===== src/rtl/ecc_log_pkg.sv =====
package ecc_log_pkg;
  localparam int LOG_AW = 32;
  localparam int DATA_W = 64;
  localparam int SYN_W  = 8;
  localparam int CHK_W  = 8;
  localparam int BUS_AW = 8;
  localparam int N_CLS  = 2;  // 0: correctable, 1: uncorrectable

  localparam logic [BUS_AW-1:0] OFS_OPT   = 8'h00;
  localparam logic [BUS_AW-1:0] OFS_UADDR = 8'h08;
  localparam logic [BUS_AW-1:0] OFS_USTAT = 8'h0C;
  localparam logic [BUS_AW-1:0] OFS_UDL   = 8'h10;
  localparam logic [BUS_AW-1:0] OFS_UDH   = 8'h14;
  localparam logic [BUS_AW-1:0] OFS_CADDR = 8'h18;
  localparam logic [BUS_AW-1:0] OFS_CSTAT = 8'h1C;
  localparam logic [BUS_AW-1:0] OFS_CDL   = 8'h20;
  localparam logic [BUS_AW-1:0] OFS_CDH   = 8'h24;
  localparam logic [BUS_AW-1:0] OFS_ISTAT = 8'h00;
  localparam logic [BUS_AW-1:0] OFS_IACK  = 8'h04;

  // primary bit of class c is STAT_LSB + 2c, second-error bit is one above
  localparam int STAT_LSB = 3;

  typedef struct packed {
    logic [LOG_AW-1:0] addr;
    logic [SYN_W-1:0]  syn;
    logic [DATA_W-1:0] data;
  } err_rec_t;
endpackage


===== src/rtl/ecc_log_slot.sv =====
module ecc_log_slot
  import ecc_log_pkg::*;
(
  input  logic     clk_i,
  input  logic     rst_ni,
  input  logic     hit_i,
  input  logic     ack_pri_i,
  input  logic     ack_sec_i,
  input  err_rec_t rec_i,
  output logic     pri_o,
  output logic     sec_o,
  output err_rec_t rec_o
);
  always_ff @(posedge clk_i or negedge rst_ni) begin
    if (!rst_ni) begin
      pri_o <= 1'b0;
      sec_o <= 1'b0;
      rec_o <= '0;
    end else begin
      // capture only into a free slot, or one being released this cycle
      if (hit_i && (!pri_o || ack_pri_i)) rec_o <= rec_i;
      if (hit_i)          pri_o <= 1'b1;
      else if (ack_pri_i) pri_o <= 1'b0;
      if (hit_i && pri_o && !ack_pri_i) sec_o <= 1'b1;
      else if (ack_sec_i)               sec_o <= 1'b0;
    end
  end


  slot_freeze_chk: assert property (@(posedge clk_i) disable iff (!rst_ni)
    (pri_o && !ack_pri_i) |=> $stable(rec_o));

  second_flag_chk: assert property (@(posedge clk_i) disable iff (!rst_ni)
    (hit_i && pri_o && !ack_pri_i) |=> sec_o);

  err_wins_chk: assert property (@(posedge clk_i) disable iff (!rst_ni)
    hit_i |=> pri_o);

  ack_clear_chk: assert property (@(posedge clk_i) disable iff (!rst_ni)
    (ack_pri_i && !hit_i) |=> !pri_o);
endmodule


===== src/rtl/ecc_inject_ctl.sv =====
module ecc_inject_ctl
  import ecc_log_pkg::*;
(
  input  logic             clk_i,
  input  logic             rst_ni,
  input  logic             opt_we_i,
  input  logic [31:0]      opt_wdata_i,
  input  logic             wr_req_i,
  input  logic [CHK_W-1:0] chk_i,
  output logic [CHK_W-1:0] chk_o,
  output logic [1:0]       mode_o,
  output logic [31:0]      opt_o
);
  logic             fwc_q;
  logic [CHK_W-1:0] mask_q;
  logic             unused_wdata;

  assign unused_wdata = ^{opt_wdata_i[31:24], opt_wdata_i[15:9], opt_wdata_i[7:2]};

  always_ff @(posedge clk_i or negedge rst_ni) begin
    if (!rst_ni) begin
      mode_o <= 2'b00;
      fwc_q  <= 1'b0;
      mask_q <= '0;
    end else if (opt_we_i) begin
      mode_o <= opt_wdata_i[1:0];
      fwc_q  <= opt_wdata_i[8];
      mask_q <= opt_wdata_i[23:16];
    end else if (wr_req_i) begin
      fwc_q  <= 1'b0;
    end
  end

  assign chk_o = (fwc_q && wr_req_i) ? (chk_i ^ mask_q) : chk_i;
  assign opt_o = {8'h00, mask_q, 7'h00, fwc_q, 6'h00, mode_o};


  fwc_once_chk: assert property (@(posedge clk_i) disable iff (!rst_ni)
    (fwc_q && wr_req_i && !opt_we_i) |=> !fwc_q);

  mask_hold_chk: assert property (@(posedge clk_i) disable iff (!rst_ni)
    !opt_we_i |=> $stable(mask_q));
endmodule


===== src/rtl/ecc_err_log.sv =====
module ecc_err_log
  import ecc_log_pkg::*;
#(
  parameter logic [BUS_AW-1:0] INT_BASE = 8'h40
) (
  input  logic              clk_i,
  input  logic              rst_ni,
  input  logic [BUS_AW-1:0] reg_addr_i,
  input  logic              reg_re_i,
  input  logic              reg_we_i,
  input  logic [31:0]       reg_wdata_i,
  output logic [31:0]       reg_rdata_o,
  input  logic              ce_i,
  input  logic              ue_i,
  input  logic [LOG_AW-1:0] err_addr_i,
  input  logic [SYN_W-1:0]  err_syn_i,
  input  logic [DATA_W-1:0] err_data_i,
  input  logic              wr_req_i,
  input  logic [CHK_W-1:0]  chk_i,
  output logic [CHK_W-1:0]  chk_o,
  output logic              irq_o
);
  localparam logic [BUS_AW-1:0] ISTAT_A = INT_BASE + OFS_ISTAT;
  localparam logic [BUS_AW-1:0] IACK_A  = INT_BASE + OFS_IACK;

  logic [1:0]       mode;
  logic [31:0]      opt_word;
  logic             log_en;
  logic             ack_we;
  logic             opt_we;
  logic [N_CLS-1:0] err_v, hit, pri, sec, ack_pri, ack_sec;
  err_rec_t         rec_in;
  err_rec_t         rec [N_CLS];
  logic [31:0]      istat;
  logic [31:0]      rd_mux;

  assign log_en = mode[0];  // modes 0 and 2 disable logging
  assign ack_we = reg_we_i && (reg_addr_i == IACK_A);
  assign opt_we = reg_we_i && (reg_addr_i == OFS_OPT);
  assign err_v  = {ue_i, ce_i};
  assign rec_in = '{addr: err_addr_i, syn: err_syn_i, data: err_data_i};

  ecc_inject_ctl u_inj (
    .clk_i       (clk_i),
    .rst_ni      (rst_ni),
    .opt_we_i    (opt_we),
    .opt_wdata_i (reg_wdata_i),
    .wr_req_i    (wr_req_i),
    .chk_i       (chk_i),
    .chk_o       (chk_o),
    .mode_o      (mode),
    .opt_o       (opt_word)
  );

  for (genvar c = 0; c < N_CLS; c++) begin : g_cls
    assign hit[c]     = err_v[c] & log_en;
    assign ack_pri[c] = ack_we & reg_wdata_i[STAT_LSB + 2*c];
    assign ack_sec[c] = ack_we & reg_wdata_i[STAT_LSB + 2*c + 1];

    ecc_log_slot u_slot (
      .clk_i     (clk_i),
      .rst_ni    (rst_ni),
      .hit_i     (hit[c]),
      .ack_pri_i (ack_pri[c]),
      .ack_sec_i (ack_sec[c]),
      .rec_i     (rec_in),
      .pri_o     (pri[c]),
      .sec_o     (sec[c]),
      .rec_o     (rec[c])
    );
  end

  always_comb begin
    istat = '0;
    for (int c = 0; c < N_CLS; c++) begin
      istat[STAT_LSB + 2*c]     = pri[c];
      istat[STAT_LSB + 2*c + 1] = sec[c];
    end
  end

  assign irq_o = |istat;

  always_comb begin
    rd_mux = '0;
    unique case (reg_addr_i)
      OFS_OPT:   rd_mux = opt_word;
      OFS_UADDR: rd_mux = 32'(rec[1].addr);
      OFS_USTAT: rd_mux = {16'h0, rec[1].syn, 8'h0};
      OFS_UDL:   rd_mux = rec[1].data[31:0];
      OFS_UDH:   rd_mux = rec[1].data[63:32];
      OFS_CADDR: rd_mux = 32'(rec[0].addr);
      OFS_CSTAT: rd_mux = {16'h0, rec[0].syn, 8'h0};
      OFS_CDL:   rd_mux = rec[0].data[31:0];
      OFS_CDH:   rd_mux = rec[0].data[63:32];
      ISTAT_A:   rd_mux = istat;
      default:   rd_mux = '0;
    endcase
  end

  always_ff @(posedge clk_i or negedge rst_ni) begin
    if (!rst_ni) reg_rdata_o <= '0;
    else         reg_rdata_o <= reg_re_i ? rd_mux : 32'h0;
  end


  no_log_chk: assert property (@(posedge clk_i) disable iff (!rst_ni)
    (!log_en && !ack_we) |=> $stable(istat));

  rd_idle_chk: assert property (@(posedge clk_i) disable iff (!rst_ni)
    !reg_re_i |=> (reg_rdata_o == 32'h0));
endmodule


===== config.mk =====
export PLATFORM = sky130hd
export DESIGN_NAME = ecc_err_log
export DESIGN_NICKNAME = d
export VERILOG_FILES = /design/src/rtl/ecc_log_pkg.sv /design/src/rtl/ecc_log_slot.sv /design/src/rtl/ecc_inject_ctl.sv /design/src/rtl/ecc_err_log.sv
export SDC_FILE = /design/constraint.sdc
export NUM_CORES = 1
export LEC_CHECK = 0
export ABC_AREA = 0
export CAP_MARGIN = 0
export CELL_PAD_IN_SITES_DETAIL_PLACEMENT = 0
export CELL_PAD_IN_SITES_GLOBAL_PLACEMENT = 1
export CORE_MARGIN = 10
export CORE_UTILIZATION = 45
export CTS_BUF_LIST = sky130_fd_sc_hd__clkbuf_8
export CTS_CLUSTER_DIAMETER = 100
export CTS_CLUSTER_SIZE = 14
export DETAILED_ROUTE_END_ITERATION = 10
export HOLD_SLACK_MARGIN = 0.08
export PLACE_DENSITY_LB_ADDON = 0.1
export SLEW_MARGIN = 5
export SYNTH_ARGS = -nofsm -noshare
export SYNTH_HDL_FRONTEND = slang
export SYNTH_HIERARCHICAL = 1
export SYNTH_SLANG_ARGS = --single-unit

===== constraint.sdc =====
create_clock -name clk_i -period 1.6 [get_ports clk_i]
set_input_delay 0.32 -clock clk_i [delete_from_list [all_inputs] [get_ports clk_i]]
set_output_delay 0.32 -clock clk_i [all_outputs]
set_load 0.01 [all_outputs]

==> Flow_metrics.wiki <==
{| class="wikitable"
! Metric !! Value
|-
| Outcome || finished, violations left
|-
| Violated checks || negative setup slack
|-
| Category of the worst setup path launch point || register
|-
| DIE AREA || 0.0343 mm^2
|-
| Clk slew on worst S/H paths || 90 ps
|-
| Avg Synthesized Cell Area || approximately 14 um^2
|-
| Final-report setup violation count || 9
|-
| Ys Warns || 6
|-
| Initial core utilization || 45.6%
|-
| # nets final || 1,347
|-
| Final clock period utilization by the worst path || 121%
|-
| Worst reg-to-reg path cell count || 5
|-
| Floorplan die width || 185 um
|-
| Areal power density over the cells || 979 mW/mm^2
|-
| HPWL after detailed placement || between 20,000 and 25,000 um
|-
| Flop and latch count out of synthesis || around 260
|-
| Post-synth design cell area || 0.0123 mm^2
|-
| Share of the yosys chip area belonging to registers || 51.9%
|-
| Post-placement cell area || 0.0153 mm^2
|-
| Share of the core filled with cells || between 60 and 70%
|-
| Synthesized netlist cell count || around 900
|-
| Clock tree from TritonCTS || yes
|-
| Ratio of routed vias to standard cells || approximately 5.4
|-
| Y dimension of the die || 185 um
|-
| Critical Setup Path Class || reg2out
|-
| Total GRT Usage || 20.8%
|-
| Path type of the worst min-delay path || in2async
|-
| Peak clock frequency supported by timing || 0.516 GHz
|-
| Highest metal layer with signal wires || met4
|-
| Count of TritonRoute iterations in the first routing pass || 5
|-
| CTS Root Cell || sky130_fd_sc_hd__clkbuf_8
|-
| Number of routed nets with antenna violations || 0
|-
| Overflow left after global routing || 0
|-
| Number of remaining DRC errors || 0
|-
| Switching component of the power || 4.17 mW
|-
| Crit path arrival time || about 1600 ps
|-
| Switching portion of total power || around a quarter
|-
| Min setup slack post-route || -337 ps
|-
| Internal || 11.7 mW
|-
| Placeable core area || 0.0270 mm^2
|-
| Met2 WL post-DR || 17,200 um
|-
| Count of final max-slew check failures || 0
|-
| CTS HTree Levels || 1
|-
| Number of buffer and inverter instances along the worst setup path || 1
|-
| Port buffer count || 182
|-
| Met1 routed wirelength after detailed routing || 16,000 um
|-
| Highest fanout seen on the critical path || 2
|-
| Final critical path time including I/O delays and setup || 1940 ps
|-
| Pin count of the biggest net entering global routing || 62
|-
| Count of unique library cells instantiated by Yosys || 48
|-
| Share of total power in sequential cells || 55.3%
|-
| Worst path max stage delay || 540 ps
|-
| Worst clock skew || about 23 ps
|-
| FP Rows || 60
|-
| Slack of the worst reg-to-reg path || 40 ps
|-
| Weighted congestion at the end of routability-driven global placement || 0.848
|-
| Max Buffers Root-to-Sink || 3
|-
| Total via count in the routed design || 8,287
|-
| Clk pwr share || 21.6%
|-
| Global-route wire length before repair || 54,400 um
|-
| Cell-by-cell listing of the critical path || or4_4 -> buf_6
|-
| Required time of the critical path || 1280 ps
|-
| Initial antenna violation count || 0
|-
| Family with the most delay on the worst path || simple AND/OR/NAND/NOR gates
|-
| Slew @ Worst Pin || between 600 and 700 ps
|-
| Synth-to-layout area growth || 32.0%
|-
| Top-Level Pins || 200
|-
| Peak supply drop || 0.000605 V
|-
| Max-Slew Margin vs Limit || 59.0%
|-
| Multi-input combinational cell area || 0.00570 mm^2
|-
| Sequential standard cell area || 0.00638 mm^2
|-
| Kind of capture point of the worst setup path || output pin
|-
| Share of cells above drive strength 1 || 39.7%
|-
| Number of global-route vias before repair || 8,854
|-
| Critical R2R Capture || g_cls[0].u_slot/rec_o[5]
|-
| Fillers || 2,201
|-
| Clk_lat worst skew || 560 ps
|-
| Final Instance Area || roughly 0.016 mm^2
|-
| Overall power after layout || 15.9 mW
|-
| TritonCTS sink count || between 200 and 300
|-
| Leak pwr || roughly 7.8 nW
|-
| Num CTS Buffers || 22
|-
| Post-Route WL || 35,600 um
|-
| Final antenna diode count || 0
|-
| Routed wirelength normalized by instance count || roughly 23 um
|-
| Logic pwr share || 23.1%
|-
| Setup TNS Final || -1780 ps
|-
| Setup repair after global routing missed its margin || yes
|-
| Violation count after the first detailed-routing iteration || 536
|-
| Max-cap violations || 0
|-
| Final hold viol count || 0
|-
| Max stage delay cell, worst path || sky130_fd_sc_hd__or4_4
|-
| Length of routed met3 wiring || 1690 um
|-
| Start of the worst register-to-register path || u_inj/mode_o[0]
|}
[state kept, by name, indices dropped and copies added, names as in the netlist]
register,flops
g_cls.u_slot/pri_o,2
g_cls.u_slot/rec_o,208
g_cls.u_slot/sec_o,2
reg_rdata_o,32
u_inj/fwc_q,1
u_inj/mask_q,8
u_inj/mode_o,2
[power by group through the flow]
| stage | clock, mW | combinational, mW | sequential (mW) |
|---|---|---|---|
| finish | 3.43 | 3.67 | 8.79 |
| global route | 3.79 | 3.96 | 8.97 |
| CTS | 3.53 | 3.66 | 8.76 |
| detailed placement | 0 | 3.59 | 8.85 |
| global placement | 0 | 3.49 | 8.85 |
| floorplan | 0 | 2.54 | 8.60 |
[worst max-delay path by stage]
stage,cells past startpoint,to,from
CTS,2,irq_o,g_cls[0].u_slot/sec_o
finish,2,irq_o,g_cls[0].u_slot/sec_o
detailed placement,9,reg_rdata_o[15],reg_addr_i[5]
floorplan,11,g_cls[1].u_slot/rec_o[33],reg_addr_i[3]
global placement,8,reg_rdata_o[18],reg_addr_i[5]
global route,2,irq_o,g_cls[0].u_slot/sec_o
[placed cells by master (no fill, tap or decap), drive strengths merged, types with 3 or more instances in the layout]
| cell | instances |
|---|---|
| a31oi | 13 |
| a21oi | 31 |
| nor2 | 25 |
| nand2b | 5 |
| dlygate4sd2 | 27 |
| a22oi | 30 |
| nor4b | 5 |
| and2 | 11 |
| nand3 | 14 |
| dfrtp | 255 |
| inv | 4 |
| nand2 | 58 |
| o32ai | 3 |
| and3 | 4 |
| a22o | 23 |
| mux2 | 234 |
| xnor2 | 8 |
| o21ai | 22 |
| o22ai | 13 |
| mux2i | 38 |
| conb | 21 |
| clkbuf | 28 |
| nor3 | 3 |
| clkdlybuf4s15 | 5 |
| nor2b | 4 |
| a221oi | 7 |
| clkdlybuf4s50 | 131 |
| buf | 147 |
[layer usage]
| metal | vias up | global-route usage [%] |
|---|---|---|
| met5 | - | 0 |
| met4 | 0 | 4.16 |
| met3 | 47 | 3.59 |
| met2 | 205 | 33.9 |
| met1 | 4241 | 28.4 |
| li1 | 3794 | - |
[cells by family (layout without fill, tap and decap cells)]
| logic type | Yosys count | count (layout) | share of synthesized area, % |
|---|---|---|---|
| other | 1 | 21 | 0.0305 |
| and+or+nand+nor | 137 | 138 | 5.90 |
| muxes | 272 | 272 | 28.4 |
| xor gates and xnor gates | 8 | 8 | 0.570 |
| DFF | 255 | 255 | 51.9 |
| buffers and inverters | 89 | 348 | 4.85 |
| AOI/OAI and AO/OA | 147 | 147 | 8.33 |
[cell type report]
type                    instances  area share, %
multi-input cells             586           35.1
inverters                       4         0.0925
flip-flops and latches        255           39.3
clock inverters                 2          0.100
repair buffers                319           20.8
clock buffers                  23           1.95
well taps                     341           2.63
[through the flow]
stage | setup WS [ps] | cells | hold WS [ps]
after floorplan | -587 | 929 | 24.4
after global placement | -821 | 1477 | 236
after detailed placement | -874 | 1477 | 235
after CTS | -386 | 1526 | 231
after global routing | -414 | 1530 | 242
final | -337 | 1530 | 242
[synthesized netlist by cell type (all sizes together)]
master   number  share of area [%]
o21ai        22               0.90
a221o         1              0.081
and2         11               0.56
buf          71                4.3
mux2        234                 25
conb          1              0.030
or4           2               0.12
and4          1              0.092
a41oi         1               0.22
o2bb2ai       1              0.071
a22oi        30                1.8
and3          4               0.20
a222oi        1              0.081
nand3b        2               0.15
a31oi        13               0.76
nand2b        5               0.38
nand2        57                1.8
nor4b         5               0.58
o22ai        13               0.71
nor2         25               0.76
clkbuf       14               0.43
a22o         23                1.6
a221oi        7               0.50
or3           2               0.10
nor2b         4               0.20
inv           4               0.12
nand3        14               0.57
nor4          2               0.27
dfrtp       255                 52
a21oi        31                1.3
mux2i        38                3.1
o32ai         3               0.21
nor3          3               0.12
o21a          1              0.061
xnor2         8               0.57
[repair_timing]
action	in CTS	in global routing
buffers inserted	13	2
hold endpoints to repair	255	0
pin swaps	11	8
cloned	10	3
setup endpoints to repair	292	141
hold buffers	1	0
gates resized for setup	130	23
Note: power is estimated with default switching activity, not from simulation.
